`config.mk`:
```
export PLATFORM = sky130hd
export DESIGN_NAME = rtc_timer
export DESIGN_NICKNAME = d
export VERILOG_FILES = /design/src/rtl/rtc_timer_pkg.sv /design/src/rtl/rtc_edge_sync.sv /design/src/rtl/rtc_prescaler.sv /design/src/rtl/rtc_counter.sv /design/src/rtl/rtc_timer.sv
export SDC_FILE = /design/constraint.sdc
export NUM_CORES = 1
export LEC_CHECK = 0
export ABC_AREA = 1
export BUFFER_PORTS_ARGS = -buffer_cell sky130_fd_sc_hd__buf_2
export CAP_MARGIN = 20
export CELL_PAD_IN_SITES_DETAIL_PLACEMENT = 0
export CELL_PAD_IN_SITES_GLOBAL_PLACEMENT = 2
export CORE_UTILIZATION = 24
export CTS_CLUSTER_DIAMETER = 150
export DETAILED_ROUTE_END_ITERATION = 10
export GPL_ROUTABILITY_DRIVEN = 0
export PLACE_DENSITY = 0.77
export SYNTH_ARGS = -nofsm -noshare
export SYNTH_HDL_FRONTEND = slang
export SYNTH_SLANG_ARGS = --single-unit
export TNS_END_PERCENT = 10
```
`constraint.sdc`:
```
create_clock -name clk -period 1.7 [get_ports clk]
set_input_delay 0.17 -clock clk [delete_from_list [all_inputs] [get_ports clk]]
set_output_delay 0.17 -clock clk [all_outputs]
set_load 0.03 [all_outputs]
```
`src/rtl/rtc_timer_pkg.sv`:
```
package rtc_timer_pkg;

    localparam int CNT_W   = 8;
    localparam int PSC_W   = 8;
    localparam int RATE_W  = 3;
    localparam int CTRL_W  = RATE_W + 3;
    localparam int SYNC_N  = 2;

    typedef enum logic {
        PSC_TO_CNT = 1'b0,
        PSC_TO_WDT = 1'b1
    } psc_owner_e;

    typedef struct packed {
        logic              src_ext;
        logic              edge_fall;
        psc_owner_e        owner;
        logic [RATE_W-1:0] rate;
    } tmr_ctrl_t;

    localparam tmr_ctrl_t CTRL_RST = tmr_ctrl_t'({CTRL_W{1'b1}});

    // Low bits of the prescaler that must all be one for the next event
    // to complete a division period.
    function automatic logic [PSC_W-1:0] tap_mask(input logic [RATE_W-1:0] rate,
                                                  input psc_owner_e owner);
        logic [PSC_W-1:0] m;
        int n;
        n = int'(rate) + ((owner == PSC_TO_CNT) ? 1 : 0);
        for (int i = 0; i < PSC_W; i++) begin
            m[i] = (i < n);
        end
        return m;
    endfunction

endpackage

```
`src/rtl/rtc_edge_sync.sv`:
```
module rtc_edge_sync #(
    parameter int STAGES = 2
) (
    input  logic clk,
    input  logic rst,
    input  logic pin,
    input  logic edge_fall,
    output logic evt
);
    localparam int LAST = STAGES - 1;

    logic [STAGES-1:0] chain;
    logic              prev;

    genvar g;
    generate
        for (g = 0; g < STAGES; g++) begin : g_stage
            if (g == 0) begin : g_first
                always_ff @(posedge clk) begin
                    if (rst) chain[g] <= 1'b0;
                    else     chain[g] <= pin;
                end
            end else begin : g_next
                always_ff @(posedge clk) begin
                    if (rst) chain[g] <= 1'b0;
                    else     chain[g] <= chain[g-1];
                end
            end
        end
    endgenerate

    always_ff @(posedge clk) begin
        if (rst) prev <= 1'b0;
        else     prev <= chain[LAST];
    end

    logic rise, fall;
    always_comb begin
        rise = chain[LAST] & ~prev;
        fall = ~chain[LAST] & prev;
        evt  = edge_fall ? fall : rise;
    end

endmodule

```
`src/rtl/rtc_prescaler.sv`:
```
module rtc_prescaler #(
    parameter int WIDTH = 8
) (
    input  logic             clk,
    input  logic             rst,
    input  logic             clr,
    input  logic             evt,
    input  logic [WIDTH-1:0] mask,
    output logic             tick
);
    logic [WIDTH-1:0] div_q;

    always_ff @(posedge clk) begin
        if (rst || clr) div_q <= '0;
        else if (evt)   div_q <= div_q + 1'b1;
    end

    always_comb begin
        tick = evt && ((div_q & mask) == mask);
    end

endmodule

```
`src/rtl/rtc_counter.sv`:
```
module rtc_counter #(
    parameter int WIDTH = 8
) (
    input  logic             clk,
    input  logic             rst,
    input  logic             we,
    input  logic [WIDTH-1:0] wdata,
    input  logic             inc,
    output logic [WIDTH-1:0] cnt_q,
    output logic             ovf_q
);
    always_ff @(posedge clk) begin
        if (rst) begin
            cnt_q <= '0;
            ovf_q <= 1'b0;
        end else begin
            ovf_q <= 1'b0;
            if (we) begin
                cnt_q <= wdata;
            end else if (inc) begin
                cnt_q <= cnt_q + 1'b1;
                ovf_q <= (cnt_q == {WIDTH{1'b1}});
            end
        end
    end

endmodule

```
`src/rtl/rtc_timer.sv`:
```
module rtc_timer
    import rtc_timer_pkg::*;
(
    input  logic              clk,
    input  logic              rst,
    input  logic              cyc_en,
    input  logic              ext_pin,
    input  logic              wdt_evt,
    input  logic              ctrl_we,
    input  logic [CTRL_W-1:0] ctrl_wdata,
    input  logic              cnt_we,
    input  logic [CNT_W-1:0]  cnt_wdata,
    output logic [CNT_W-1:0]  cnt_q,
    output logic              ovf_pulse,
    output logic              wdt_tick
);
    tmr_ctrl_t        ctrl_q;
    logic             pin_evt;
    logic             src_evt;
    logic             psc_evt;
    logic             psc_tick;
    logic             cnt_inc;
    logic             psc_to_wdt;
    logic [PSC_W-1:0] mask;

    always_ff @(posedge clk) begin
        if (rst)          ctrl_q <= CTRL_RST;
        else if (ctrl_we) ctrl_q <= tmr_ctrl_t'(ctrl_wdata);
    end

    rtc_edge_sync #(.STAGES(SYNC_N)) u_sync (
        .clk       (clk),
        .rst       (rst),
        .pin       (ext_pin),
        .edge_fall (ctrl_q.edge_fall),
        .evt       (pin_evt)
    );

    always_comb begin
        psc_to_wdt = (ctrl_q.owner == PSC_TO_WDT);
        src_evt    = ctrl_q.src_ext ? pin_evt : cyc_en;
        psc_evt    = psc_to_wdt ? wdt_evt : src_evt;
        mask       = tap_mask(ctrl_q.rate, ctrl_q.owner);
        cnt_inc    = psc_to_wdt ? src_evt : psc_tick;
    end

    rtc_prescaler #(.WIDTH(PSC_W)) u_psc (
        .clk  (clk),
        .rst  (rst),
        .clr  (cnt_we),
        .evt  (psc_evt),
        .mask (mask),
        .tick (psc_tick)
    );

    rtc_counter #(.WIDTH(CNT_W)) u_cnt (
        .clk   (clk),
        .rst   (rst),
        .we    (cnt_we),
        .wdata (cnt_wdata),
        .inc   (cnt_inc),
        .cnt_q (cnt_q),
        .ovf_q (ovf_pulse)
    );

    always_ff @(posedge clk) begin
        if (rst) wdt_tick <= 1'b0;
        else     wdt_tick <= psc_to_wdt ? psc_tick : wdt_evt;
    end

endmodule

```
Word level (Yosys, flattened, before mapping)
Cells that the tools add are included.
{ "totals": {"regBits": 27, "input_bits": 21, "output_inout_bits": 10} }
{ "classes": {"addsub": 3, "magnitude_cmp": 8, "eq_ne": 2, "muxes": 8, "bitwise_logic": 6, "reduce_logical": 4} }
{ "ops": {"columns": ["cell", "n"], "rows": [
  ["8-bit by 1-bit adder with 8-bit output, second input constant", 2],
  ["3-bit by 4-bit less-than comparator with 1-bit output, first input constant", 4],
  ["8-bit 2-to-1 mux", 2],
  ["8-bit bitwise AND", 1],
  ["8-bit == test", 1],
  ["8-bit == test, second input constant", 1],
  ["1-bit by 4-bit less-than comparator with 1-bit output, first input constant", 2],
  ["2-bit by 4-bit less-than comparator with 1-bit output, first input constant", 2],
  ["1-bit 2-to-1 mux", 6],
  ["3-bit by 1-bit adder with 4-bit output", 1],
  ["1-bit inverter", 3],
  ["3-bit OR reduction", 1],
  ["1-bit bitwise AND", 2],
  ["2-bit nonzero test", 1],
  ["1-bit logical AND", 1],
  ["1-bit logical OR", 1]
]} }

Longest topological paths before layout
Gate-level depths: netlist of the first run.
{ "depth": {"word_depth": 9, "mapped_depth": 15} }

Cells and area by module
Synthesis of the first run repeated with hierarchy kept, for this count alone.
{ "unflattened": {"hier_cells": 224, "hier_area_um2": 1511.4} }
{ "modules_own_cells": {"columns": ["module", "instances", "cells_per_inst", "area_each_um2", "seq_area_each_um2"], "rows": [
  ["rtc_counter", 1, 76, 535.5, 180.2],
  ["rtc_prescaler", 1, 69, 450.4, 160.2],
  ["rtc_timer", 1, 65, 421.7, 140.1],
  ["rtc_edge_sync", 1, 14, 103.8, 60.1]
]} }

Worst setup path before layout of the first run
Ideal clock, no wire load.
{ "synth_timing": {"path_kind": "reg2reg", "from": "reg ctrl_q, in the netlist psc_to_wdt", "to": "reg u_cnt.cnt_q[1]", "setup_time_ns": 0.114, "arrival_time_ns": 1.723, "required_time_ns": 1.586, "slack_ns": -0.137, "stages_incl_launch_ff": 14, "path_buffers": 0, "synth_period_minus_slack_ns": 1.837, "cell_sequence": "dfxtp_1 -> inv_1 -> ha_1 -> ha_1 -> o21ai_0 -> nand3_1 -> nor2_2 -> nand2_2 -> nand2_4 -> nand2_4 -> nand2_8 -> nand2_1 -> nand2_1 -> nor2_1"} }
{ "synth_via": {"elab_chain_len": 8, "elab_cells_between_ends": 16} }
{ "synth_rtl": {"columns": ["item", "line", "text"], "rows": [
  ["start: declaration", "rtc_timer.sv:17", "tmr_ctrl_t ctrl_q;"],
  ["start signal: assignment", "rtc_timer.sv:28", "else if (ctrl_we) ctrl_q <= tmr_ctrl_t'(ctrl_wdata);"],
  ["1-bit 2-to-1 mux", "rtc_timer_pkg.sv:29", "n = int'(rate) + ((owner == PSC_TO_CNT) ? 1 : 0);"],
  ["3-bit by 1-bit adder with 4-bit output", "rtc_timer_pkg.sv:29", null],
  ["1-bit by 4-bit less-than comparator with 1-bit output (tied with other cells)", "rtc_timer_pkg.sv:31", "m[i] = (i < n);"],
  ["8-bit bitwise AND", "rtc_prescaler.sv:19", "tick = evt && ((div_q & mask) == mask);"],
  ["8-bit == test", "rtc_prescaler.sv:19", null],
  ["1-bit logical AND", "rtc_prescaler.sv:19", null],
  ["1-bit 2-to-1 mux (*)", "rtc_timer.sv:44", "cnt_inc = psc_to_wdt ? src_evt : psc_tick;"],
  ["2-bit nonzero test (no source line) (*)", null, null],
  ["end signal: assignment", "rtc_counter.sv:19", "cnt_q <= wdata;"],
  ["end signal: assignment", "rtc_counter.sv:21", "cnt_q <= cnt_q + 1'b1;"],
  ["end: declaration", "rtc_counter.sv:9", "output logic [WIDTH-1:0] cnt_q,"]
]} }
Mark *: on every way between the ends. The rest lies on a longest branch, timed or not.
A chain may end at the register's enable or synchronous reset.

Worst setup path after layout of the first run
Same ends and word-level chain as after synthesis.

==> results of run 1 <==
-- worst paths after layout --
kind | startpoint | to | slack [ps]
max | psc_to_wdt$_SDFFE_PP1P_ | u_cnt.cnt_q[1]$_SDFFE_PP0P_ | -1
min | ext_pin | u_sync.chain[0]$_SDFF_PP0_ | 90
max reg2reg | psc_to_wdt$_SDFFE_PP1P_ | u_cnt.cnt_q[1]$_SDFFE_PP0P_ | -1
min reg2reg | u_sync.chain[0]$_SDFF_PP0_ | u_sync.chain[1]$_SDFF_PP0_ | 410
-- worst max-delay path: cells and delay by family (launching register included) --
| family | cells | cell delay (ps) |
|---|---|---|
| fa+ha+maj | 2 | 390 |
| buf+inv | 1 | 50 |
| flops | 1 | 340 |
| simple gates | 12 | 830 |
-- layout make-up --
cell class              count  area, um^2  area share, %
inverters                  19        71.3           3.86
repair buffers             39         218           11.8
flip-flops and latches     27         542           29.3
well taps                  75        93.8           5.07
clock buffers               4        45.0           2.44
multi-input cells         159         880           47.6
-- synth_stat cells (all sizes together), types with 3 or more instances --
| cell | instances | area, um^2 |
|---|---|---|
| nand2 | 60 | 269 |
| nor2 | 30 | 115 |
| dfxtp | 27 | 541 |
| inv | 19 | 71.3 |
| nand3 | 19 | 95.1 |
| a21oi | 14 | 85.1 |
| o21ai | 11 | 58.8 |
| xnor2 | 5 | 43.8 |
| buf | 4 | 21.3 |
| ha | 4 | 50.1 |
| xor2 | 4 | 35.0 |
| nand4 | 3 | 18.8 |
-- power groups by stage --
stage                     clock [W]  sequential [W]  combinational, W
after floorplan                   0        0.000740          0.000172
after global placement            0        0.000709          0.000301
after detailed placement          0        0.000708          0.000298
after CTS                  0.000399        0.000695          0.000313
after global routing       0.000430        0.000701          0.000350
final                      0.000377        0.000696          0.000312
-- placed cells by master, fill, tap and decap left out, drive strengths merged --
cell / Yosys / routed
nor3b: 1 / 1
nor3: 2 / 2
nor2: 30 / 30
nor4: 1 / 1
nand2: 60 / 61
xor2: 4 / 4
inv: 19 / 19
dfxtp: 27 / 27
o21a: 1 / 1
nand3: 19 / 19
xnor2: 5 / 5
buf: 4 / 39
ha: 4 / 4
nand4: 3 / 3
mux2i: 1 / 1
clkbuf: 1 / 4
a21oi: 14 / 14
o21ai: 11 / 11
or2: 2 / 2
-- state kept, by name, indices dropped and copies added, names as in the netlist --
| name | cells |
|---|---|
| u_sync.chain | 2 |
| u_sync.prev | 1 |
| u_cnt.ovf_q | 1 |
| u_psc.div_q | 8 |
| ctrl_q | 5 |
| wdt_tick | 1 |
| u_cnt.cnt_q | 8 |
| psc_to_wdt | 1 |
-- cells by family after synthesis --
family | after synthesis | share of synthesized area [%]
simple gates | 118 | 36.6
flops | 27 | 37.0
compound gates | 26 | 10.4
buf+inv | 24 | 6.59
xor+xnor | 9 | 5.39
fa+ha+maj | 4 | 3.42
mux | 1 | 0.685
-- per-stage QoR --
stage          cell area, um^2  setup TNS, ps  std cells
2_1_floorplan             1480              0        209
3_3_place_gp              1760           -318        318
3_5_place_dp              1760           -447        318
4_1_cts                   1830           -241        323
5_1_grt                   1850          -1070        323
6_report                  1850          -2.40        323
-- timing repair --
action                                  CTS  global route
pin swaps                                 1             2
endpoints found under the setup margin    9            11
gates cloned                              1             0
hold buffers                              0             0
gates resized for setup                   7             3
-- metal layers --
layer / share of wire [%] / wire length (um) / GRT usage (%)
met1: 51 / 1770 / 15.4
met2: 44 / 1520 / 20.0
met5: 0 / 0 / 0
met4: 1.1 / 38 / 3.39
met3: 3.3 / 114 / 2.97
==> metrics.md, run 1 <==
| Metric | Value |
|---|---|
| Critical Path Fanout Max | `7` |
| GRT Util Overall | `12.1%` |
| Area Growth Syn to Fin | `26.5%` |
| Num Clock Sinks | `27` |
| Minimum clock period | `about 1700 ps` |
| Drt drc | `0` |
| Yosys warning count | `0` |
| Setup bufs post-CTS | `0` |
| Tot Pwr | `between 0.001 and 0.0015 W` |
| Outcome | `complete, but fails checks` |
| CTS tree | `built` |
| CTS max path bufs | `2` |
| Synthesized area | `~1500 um^2` |
| Worst EP arrival | `roughly 1900 ps` |
| Comb pwr share | `22.5%` |
| Critical path class | `flip-flop to flip-flop` |
| Antenna Nets Post-Route | `0` |
| VDD IR max | `0.267 mV` |
| Fill cells | `roughly 660` |
| CTS Buf Count | `3` |
| Cell-internal power | `0.000958 W` |
| Die area | `6410 um^2` |
| Row cnt | `28` |
| Syn Nets | `234` |
| Core area | `a little under 6000 um^2` |
| DR iter-0 viols | `80` |
| CTS root buffer | `clkbuf_8` |
| Clock Latency Late Sink | `roughly 270 ps` |
| Share of cells above drive strength 1 | `between 20% and 30%` |
| Crit share post-route | `100%` |
| Final design utilization | `31.4%` |
| Worst-path clk slew | `about 90 ps` |
| Starting density of the core | `24.8%` |
| Clk pwr share | `a little over a quarter` |
| Worst-margin pin slew | `378 ps` |
| Vias in the first global route | `about 1,300` |
| RSZ-0062 raised after global routing | `true` |
| GRT overflow | `0` |
| Largest net degree at the start of global routing | `15` |
| Die Y | `~80 um` |
| Slowest cell delay on critical path | `roughly 340 ps` |
| Final hold slack | `approximately 95 ps` |
| Final Slew Violations | `0` |
| Final Skew | `4.29 ps` |
| Cells after synthesis | `about 210` |
| Lkg Pwr | `approximately 0.83 nW` |
| Req. time, crit path | `approximately 1900 ps` |
| CP Launch Type | `flip-flop` |
| Min-Delay Path Class | `primary input to flip-flop` |
| Switching share of power | `between 30 and 40%` |
| Routed vias/inst | `around 4.3` |
| Number of synthesized register bits | `27` |
| DRT Pass-1 Iters | `4` |
| Slowest cell on crit path | `dfxtp_2` |
| Antenna cell count | `0` |
| Synth cell types | `30` |
| Power Dens Cells | `749 nW/um^2` |
| Setup ws final | `-1.22 ps` |
| Vias | `between 1,000 and 1,500` |
| First-pass GRT wire length | `roughly 6.0 mm` |
| I/O Buffers | `30` |
| Ys async rst share | `0%` |
| Dpl ws | `-75.2 ps` |
| Endpoints failing hold | `0` |
| Critical path cell sequence | `inv_2 > ha_4 > ha_4 > nor2_1 > nor2_1 > nor2_1 > nand2_1 > nand2_1 > nand2_2 > nand2_4 > nand2_8 > nand2_8 > nand2_1 > nand2_1 > nor2_1` |
| Hold Crit Depth | `3` |
| Peak Freq | `between 500 and 600 MHz` |
| Reg power frac | `50.2%` |
| Final Routed Wirelength | `between 3 and 4 mm` |
| Final setup fails | `3` |
| Post-synth EDFFs | `0` |
| Max Cap Violations | `0` |
| Worst slew margin | `about 75%` |
| Psw | `0.000427 W` |
| Sequential element share of the synthesized area | `37.0%` |
| Critical Path End Type | `flip-flop` |
| Antenna violations before repair | `0` |
| Syn_area_per_cell | `6.99 um^2` |
| Htree depth | `1` |
| DIE WIDTH | `about 80 um` |
| Io pins | `31` |
| Hpwl dp | `around 2.6 mm` |
| WL/cell | `around 11 um` |
| Failing checks | `setup timing` |
| Nets | `between 200 and 300` |
| FF-to-FF path depth | `15` |
| Primary FF master, synth | `dfxtp_1` |
No activity file was read; power rests on OpenSTA's default activity.
==> run 2: changes to the inputs <==
- BUFFER_PORTS_ARGS: -buffer_cell sky130_fd_sc_hd__buf_2 -> default
- DONT_BUFFER_PORTS: default -> 1
- PLACE_DENSITY: 0.77 -> 0.68
==> run 2 against run 1 <==
  * The flow still finishes with violations (setup timing)
  * Power is 2.0% lower
  * Clock skew fell by 2.6 ps
  * Sequential share of layout area is 0.92 points higher
  * Worst setup slack got worse by 50 ps
  * Register-to-register slack worse by 50 ps
  * Final cell count shrank 6.2%
  * Sequential cell count unchanged
  * Hold slack lost 85 ps
  * Wire length hardly changed
  * Sequential power is essentially flat
  * Non-clock buffer count down 20
  * Clock power down 2%
  * Critical endpoint unchanged
  * Largest cell class unchanged
  * Largest power group unchanged
==> metrics.md, run 2 (synthesis results as in run 1) <==
| Metric | Value |
|---|---|
| Outcome | `complete, but fails checks` |
| Failing checks | `setup timing` |
| CTS Buf Count | `3 (unchanged)` |
| Worst-margin pin slew | `579 ps (+201 ps)` |
| VDD IR max | `0.308 mV (+15%)` |
| Antenna Nets Post-Route | `0 (unchanged)` |
| CP Launch Type | `flip-flop` |
| Routed vias/inst | `4.29 (-0.15%)` |
| GRT overflow | `0 (unchanged)` |
| Critical path class | `flip-flop to flip-flop` |
| CTS root buffer | `clkbuf_8` |
| First-pass GRT wire length | `5.89 mm (-1.5%)` |
| Largest net degree at the start of global routing | `15 (unchanged)` |
| Antenna violations before repair | `0 (unchanged)` |
| Area of the multi-input gates | `881 um^2 (+0.14%)` |
| Comb pwr share | `21.2% (-1.3 points)` |
| Worst-path clk slew | `90 ps (about the same)` |
| Cell-internal power | `0.000949 W (-0.92%)` |
| Htree depth | `1 (unchanged)` |
| DR iter-0 viols | `68 (-15%)` |
| DIE WIDTH | `80.0 um (unchanged)` |
| Final hold slack | `9.96 ps (-84.7 ps)` |
| CTS tree | `built` |
| Setup ws final | `-50.8 ps (-49.6 ps)` |
| GRT Util Overall | `11.7% (-0.35 points)` |
| Final Routed Wirelength | `3.45 mm (about the same)` |
| Setup crit start | `psc_to_wdt$_SDFFE_PP1P_` |
| Req. time, crit path | `1910 ps (+30 ps)` |
| Switching share of power | `30.0% (-0.79 points)` |
| Antenna cell count | `0 (unchanged)` |
| Fill cells | `658 (-0.75%)` |
| Starting density of the core | `24.8% (unchanged)` |
| Worst slew margin | `61.3% (-13 points)` |
| Critical Path End Type | `flip-flop` |
| Min-Delay Path Class | `primary input to flip-flop` |
| Final Slew Violations | `0 (unchanged)` |
| Critical Path Fanout Max | `7 (unchanged)` |
| Share of cells above drive strength 1 | `18.4% (-9.4 points)` |
| Most frequent cells in the layout | `nand2_1 (51), nor2_1 (29), dfxtp_1 (26)` |
| Endpoints failing hold | `0 (unchanged)` |
| Power Dens Cells | `757 nW/um^2 (+1.0%)` |
| WL/cell | `11.4 um (+6.6%)` |
| Setup bufs post-CTS | `0 (unchanged)` |
| Reg2reg start | `psc_to_wdt$_SDFFE_PP1P_` |
| Lkg Pwr | `0.755 nW (-9.4%)` |
| Clock Latency Late Sink | `270 ps (about the same)` |
| Reg power frac | `51.4% (+1.2 points)` |
| Vias in the first global route | `1,298 (-1.4%)` |
| Row cnt | `28 (unchanged)` |
| Num Clock Sinks | `27 (unchanged)` |
| Worst Setup EP | `u_cnt.cnt_q[1]$_SDFFE_PP0P_` |
| Hpwl dp | `2.60 mm (about the same)` |
| RSZ-0062 raised after global routing | `true` |
| Final setup fails | `8 (+5)` |
| Worst reg2reg endpoint | `u_cnt.cnt_q[1]$_SDFFE_PP0P_` |
| Top flop regs | `u_cnt.cnt_q: 8 flops, u_psc.div_q: 8 flops, ctrl_q: 5 flops` |
| Final design utilization | `30.5% (-0.96 points)` |
| Final Skew | `1.72 ps (-2.57 ps)` |
| Clk pwr share | `27.3% (about the same)` |
| Commonest non-fill, non-tap cell in the layout | `nand2_1` |
| Area Growth Syn to Fin | `22.7%` |
| FF-to-FF path depth | `15 (unchanged)` |
| Nets | `254 (-7.3%)` |
| Reg2reg setup slack | `-50 ps (-50 ps)` |
| I/O Buffers | `0 (-100%)` |
| Tot Pwr | `0.00136 W (-2.0%)` |
| Minimum clock period | `1750 ps (+49.6 ps)` |
| Io pins | `31 (unchanged)` |
| Vias | `1,301 (-6.3%)` |
| Worst EP arrival | `1960 ps (+80 ps)` |
| Peak Freq | `571 MHz (-2.8%)` |
| Psw | `0.000407 W (-4.6%)` |
| Max Cap Violations | `0 (unchanged)` |
| CTS max path bufs | `2 (unchanged)` |
| Die Y | `80.0 um (unchanged)` |
| Die area | `6410 um^2 (unchanged)` |
| DRT Pass-1 Iters | `4 (unchanged)` |
| Reg area | `542 um^2 (unchanged)` |
| Crit share post-route | `103% (+2.9 points)` |
| Core area | `5890 um^2 (unchanged)` |
| Drt drc | `0 (unchanged)` |
run 2: changes by cell type in the layout (fill, tap and decap cells not counted), sizes merged:
cell | previous run | this run
buf | 39 | 12
dlygate4sd3 | 0 | 7
run 2: through the flow:
step	setup TNS [ps]	area, um^2	instances	setup slack (ps)
after floorplan	0	1480	209	1.86
after global placement	-237	1640	291	-61.9
after detailed placement	-411	1640	291	-74.6
after CTS	-411	1770	301	-73.6
after global routing	-1610	1790	303	-218
final	-173	1790	303	-50.8
run 2: worst min-delay path by stage:
stage                 start                          end  slack [ps]  cells after the start
floorplan           ext_pin   u_sync.chain[0]$_SDFF_PP0_         280                      2
global placement        rst  u_cnt.cnt_q[4]$_SDFFE_PP0P_         230                      1
detailed placement      rst  u_cnt.cnt_q[0]$_SDFFE_PP0P_         240                      1
CTS                     rst  u_cnt.cnt_q[3]$_SDFFE_PP0P_         -60                      1
global route            rst       ctrl_q[4]$_SDFFE_PP1P_           6                      2
finish                  rst       ctrl_q[4]$_SDFFE_PP1P_          10                      2
run 2: layout make-up:
cell class,instances,area share [%]
Inverter,19,3.98
Timing Repair Buffer,19,8.93
Clock buffer,4,2.51
Multi-Input combinational cell,159,49.1
Sequential cell,27,30.2
Tap cell,75,5.23
run 2: power groups by stage:
| stage | sequential (W) | combinational, W | clock [W] |
|---|---|---|---|
| 6_report | 0.000698 | 0.000288 | 0.000371 |
| 2_1_floorplan | 0.000740 | 0.000172 | 0 |
| 3_3_place_gp | 0.000711 | 0.000260 | 0 |
| 5_1_grt | 0.000702 | 0.000326 | 0.000409 |
| 3_5_place_dp | 0.000711 | 0.000257 | 0 |
| 4_1_cts | 0.000698 | 0.000283 | 0.000390 |
run 2: routing by layer:
layer	routed length, um	GRT usage [%]
met2	1570	19.8
met4	19	1.61
met3	142	2.97
met1	1710	15.3
met5	0	0
run 2: repair_timing:
item / 4_1_cts / 5_1_grt
hold buffers: 5 / 2
pin swaps: 4 / 3
endpoints found under the setup margin: 8 / 14
resized for setup: 8 / 2
hold endpoints to repair: 8 / 5
gates cloned: 1 / 0
run 2: worst max-delay path, cell delays in order (launching register included):
cell and delay [ps]:
dfxtp_2 340, inv_2 50, ha_4 160, ha_4 280, nand2_1 50, nor2_1 80
nor2_1 50, nand2_1 50, nand2_1 50, nand2_2 80, nand2_4 80, nand2_8 100
nand2_8 80, nand2_2 80, nand2_1 50, nor2_1 110
